[src/rtl/rev_misr_pkg.sv]
package rev_misr_pkg;

    typedef enum logic [1:0] {
        OP_HOLD = 2'd0,
        OP_LOAD = 2'd1,
        OP_FWD  = 2'd2,
        OP_REV  = 2'd3
    } misr_op_e;

endpackage

[src/rtl/rev_misr_fwd_step.sv]
module rev_misr_fwd_step #(
    parameter int unsigned K = 8,
    parameter logic [K-1:0] TAPS = 8'h1D
) (
    input  logic [K-1:0] cur,
    input  logic [K-1:0] word,
    output logic [K-1:0] nxt
);

    logic feedback;

    always_comb begin
        feedback = word[K-1] ^ (^(TAPS & cur));
    end

    assign nxt = {feedback, word[K-2:0] ^ cur[K-1:1]};

endmodule

[src/rtl/rev_misr_rev_step.sv]
module rev_misr_rev_step #(
    parameter int unsigned K = 8,
    parameter logic [K-1:0] TAPS = 8'h1D
) (
    input  logic [K-1:0] cur,
    input  logic [K-1:0] word,
    output logic [K-1:0] prv
);

    logic [K-2:0] upper;
    logic         low_bit;

    always_comb begin
        upper   = cur[K-2:0] ^ word[K-2:0];
        low_bit = cur[K-1] ^ word[K-1] ^ (^(TAPS[K-1:1] & upper));
    end

    assign prv = {upper, low_bit};

endmodule

[src/rtl/rev_misr_op_decode.sv]
module rev_misr_op_decode
    import rev_misr_pkg::*;
(
    input  logic     seed_load,
    input  logic     din_valid,
    input  logic     reverse,
    output misr_op_e op
);

    always_comb begin
        if (seed_load) begin
            op = OP_LOAD;
        end else if (din_valid) begin
            op = reverse ? OP_REV : OP_FWD;
        end else begin
            op = OP_HOLD;
        end
    end

endmodule

[src/rtl/rev_misr.sv]
module rev_misr
    import rev_misr_pkg::*;
#(
    parameter int unsigned K = 8,
    parameter logic [K:0]  POLY = 9'h11D
) (
    input  logic         clk,
    input  logic         rst,
    input  logic         seed_load,
    input  logic [K-1:0] seed,
    input  logic [K-1:0] din,
    input  logic         din_valid,
    input  logic         reverse,
    output logic [K-1:0] sig
);

    localparam logic [K-1:0] TAPS = POLY[K-1:0];

    generate
        if (K < 2) begin : g_bad_width
            $error("rev_misr: K must be at least 2");
        end
        if (POLY[0] != 1'b1 || POLY[K] != 1'b1) begin : g_bad_poly
            $error("rev_misr: lowest and highest POLY coefficients must be 1");
        end
    endgenerate

    misr_op_e     op;
    logic [K-1:0] state_q;
    logic [K-1:0] state_d;
    logic [K-1:0] fwd_val;
    logic [K-1:0] rev_val;

    rev_misr_op_decode u_dec (
        .seed_load (seed_load),
        .din_valid (din_valid),
        .reverse   (reverse),
        .op        (op)
    );

    rev_misr_fwd_step #(.K(K), .TAPS(TAPS)) u_fwd (
        .cur  (state_q),
        .word (din),
        .nxt  (fwd_val)
    );

    rev_misr_rev_step #(.K(K), .TAPS(TAPS)) u_rev (
        .cur  (state_q),
        .word (din),
        .prv  (rev_val)
    );

    always_comb begin
        unique case (op)
            OP_LOAD: state_d = seed;
            OP_FWD:  state_d = fwd_val;
            OP_REV:  state_d = rev_val;
            default: state_d = state_q;
        endcase
    end

    always_ff @(posedge clk) begin
        if (rst) begin
            state_q <= '0;
        end else begin
            state_q <= state_d;
        end
    end

    always_comb begin
        sig = state_q;
    end

endmodule

[config.mk]
export PLATFORM = sky130hd
export DESIGN_NAME = rev_misr
export DESIGN_NICKNAME = d
export VERILOG_FILES = /design/src/rtl/rev_misr_pkg.sv /design/src/rtl/rev_misr_fwd_step.sv /design/src/rtl/rev_misr_rev_step.sv /design/src/rtl/rev_misr_op_decode.sv /design/src/rtl/rev_misr.sv
export SDC_FILE = /design/constraint.sdc
export NUM_CORES = 1
export LEC_CHECK = 0
export ABC_CLOCK_PERIOD_IN_PS = 1600
export BUFFER_PORTS_ARGS = -buffer_cell sky130_fd_sc_hd__buf_2
export CORE_MARGIN = 3
export CORE_UTILIZATION = 41
export DETAILED_ROUTE_END_ITERATION = 8
export PLACE_DENSITY = 0.73
export SLEW_MARGIN = 20
export SYNTH_ARGS = -nofsm -noshare
export SYNTH_HDL_FRONTEND = slang
export SYNTH_SLANG_ARGS = --single-unit
[constraint.sdc]
create_clock -name clk -period 1.6 [get_ports clk]
set_input_delay 0.08 -clock clk [delete_from_list [all_inputs] [get_ports clk]]
set_output_delay 0.08 -clock clk [all_outputs]
set_load 0.005 [all_outputs]
==> results.toml <==
[status]
status = "finished clean"

[grt]
grt_first_pass_wirelength_um = 2700
grt_util_all_layers_pct = 17.7
antenna_found_initial = 0
grt_pass1_vias = 586
grt_overflow_total = 0
grt_max_degree = 19

[timing]
fin_skew_ns = 0.00229
rsz0062_at_grt = "true"
fin_crit_ns = 1.55
drv_slew = 0
timing_hold_violations_final = 0
period_share_pct = 96.7
worstMarginPinSlew_ns = 0.334
slew_headroom_pct = 77.7
setup_viol = 0
hold_slack_ns = 0.0739
setup_tns_ns = 0
max_freq_mhz = 646

[placed_design]
dpl.hpwl_um = 1250
io_buffers = 28
placed_area_sq_um = 821
routabilityCongestion = 0.710

[critical_path]
critPathKind = "flop to flop"
slowest_delay_ns = 0.42
crit_cells = 4
cp-end-kind = "flop"
path_delay_family = "XOR/XNOR gates"
crit_required_ns = 1.77
critPathSlowestCell = "or4_1"
crit_buf_inv = 0
cp_data_arrival_time_ns = 1.72
worst_setup_path_start_kind = "flop"
worstPathCellList = "xnor3_2 > xnor2_1 > or4_1 > a211oi_2"
rr_worst_depth = 4
cp_max_fo = 2

[routing]
viasPerCell = 5.41
wl_met1_um = 768
routed_wl_um = 1720
wire_per_inst_um = 14.3
ant_nets = 0
vias = 649
top_layer = "met4"
wl_met3_um = 78
wl_met2_um = 856
firstDrtPassIters = 4
drcViolationCount = 0
drtIter0Drc = 12

[yosys]
syn_area_per_cell_sq_um = 8.96
synth_area_sq_um = 681
yosysUniqueCellTypes = 21
synth_top_area_share_pct = 23.5
synth-seq-cells = 8
synth_top_cell_by_area = "dfxtp_1"
synth_warnings = 0
ys_seq_area_share_pct = 23.5
syn_nets = 97
ys_top_cells_by_area = "dfxtp_1 (24%), xnor2_1 (12%), xor2_1 (10%)"
syn-instance-count = 76

[power_and_ir_drop]
peakVddDrop_mv = 0.454
p_leak_nw = 0.406
p_per_area_nw_per_um2 = 760
total_power_mw = 0.641

[layout]
final_util_pct = 54.7
seq_area_sq_um = 163
drive_gt1_share_pct = 36.5
largest_reg_flops = 8
num_antenna_cells = 0
final_cell_mix = "buf_2 (28), xnor2_1 (9), inv_1 (8), xor2_1 (8)"
nFillCells = 150
syn2layout_area_growth_pct = 23.9
layout_commonest_cell = "buf_2"
nets = 127
design_area_sq_um = 843
multi_input_area_sq_um = 453

[job]
maxCapViolCount = 0

[cts]
clkLatencyLatePin_ns = 0.26
root_buffer = "clkbuf_4"
cts_setup_buffers = 0
cts_buffer_depth = 2
cts_buffers = 3
cts_tree = "done"
ctsHoldBuffers = 0
clkSinkCount = 8
cts.htree.levels = 1
cts_resized = 0
clk_pin_slew_ns = 0.06

[floorplan]
row_count = 14
start_util_pct = 44.2
core_area_sq_um = 1540
dieArea_sq_um = 2190
io_pins = 29
die_w_um = 46.7
die_y_um = 46.7

[hold_path]
whs_path_depth = 3
hold_path_class = "input port to flop"
## cell usage after synthesis
| master | number |
|---|---|
| buf_4 | 3 |
| or4_1 | 2 |
| inv_1 | 8 |
| or2_1 | 1 |
| o22ai_1 | 1 |
| nor3_1 | 2 |
| nand2_1 | 6 |
| xor2_1 | 8 |
| buf_6 | 1 |
| clkbuf_1 | 1 |
| xnor2_1 | 9 |
| xnor2_4 | 1 |
| xnor3_2 | 1 |
| a221oi_1 | 6 |
| a211oi_2 | 1 |
| xnor3_1 | 1 |
| a21oi_1 | 6 |
| dfxtp_1 | 8 |
| mux2i_1 | 2 |
| o211ai_1 | 6 |
| o21ai_0 | 2 |
## routing by layer
metal	vias up	GRT usage, %
met5	-	0
met1	307	23.9
li1	326	-
met2	14	27.7
met3	2	2.68
met4	0	8.29
## worst register-to-register path, delay by kind of cell, from the launching register on
kind	cells	cell delay, ns
AO/OA/AOI/OAI	1	0.21
XOR/XNOR	2	0.51
flip-flops	1	0.32
AND/OR/NAND/NOR	1	0.42
## final cells by class
class	instances	share of cell area (%)
multi-input cells	55	53.7
flip-flops and latches	8	19.3
repair buffers	30	18.4
inverters	8	3.56
clock buffers	3	2.67
well taps	16	2.37
## power breakdown
part,internal (mW),leakage (nW),switching (mW)
logic,0.130,0.325,0.104
clock network,0.0864,0.0138,0.0767
registers,0.218,0.0672,0.0261
total,0.434,0.406,0.207
## kinds of logic after synthesis
| family | Yosys count | synth area share, % |
|---|---|---|
| AOI/OAI and AO/OA | 22 | 23.0 |
| buffers and inverters | 13 | 9.93 |
| muxes | 2 | 2.94 |
| and+or+nand+nor | 11 | 7.90 |
| xor gates and xnor gates | 20 | 32.7 |
| DFF | 8 | 23.5 |
## stage by stage
stage | cells | setup WS, ns
after global placement | 117 | 0.0923
after global routing | 120 | -0.0124
after floorplan | 76 | 0.0668
after detailed placement | 117 | 0.0306
after CTS | 120 | 0.0373
final | 120 | 0.0525
## path summary, 6_finish.rpt
| path | slack (ns) | startpoint | end |
|---|---|---|---|
| hold reg to reg | 0.60 | sig[2] | sig[2] |
| hold / removal | 0.07 | seed[4] | sig[4] |
| setup reg to reg | 0.05 | sig[3] | sig[7] |
| setup / recovery | 0.05 | sig[3] | sig[7] |
Note: power is estimated with default switching activity, not from simulation.
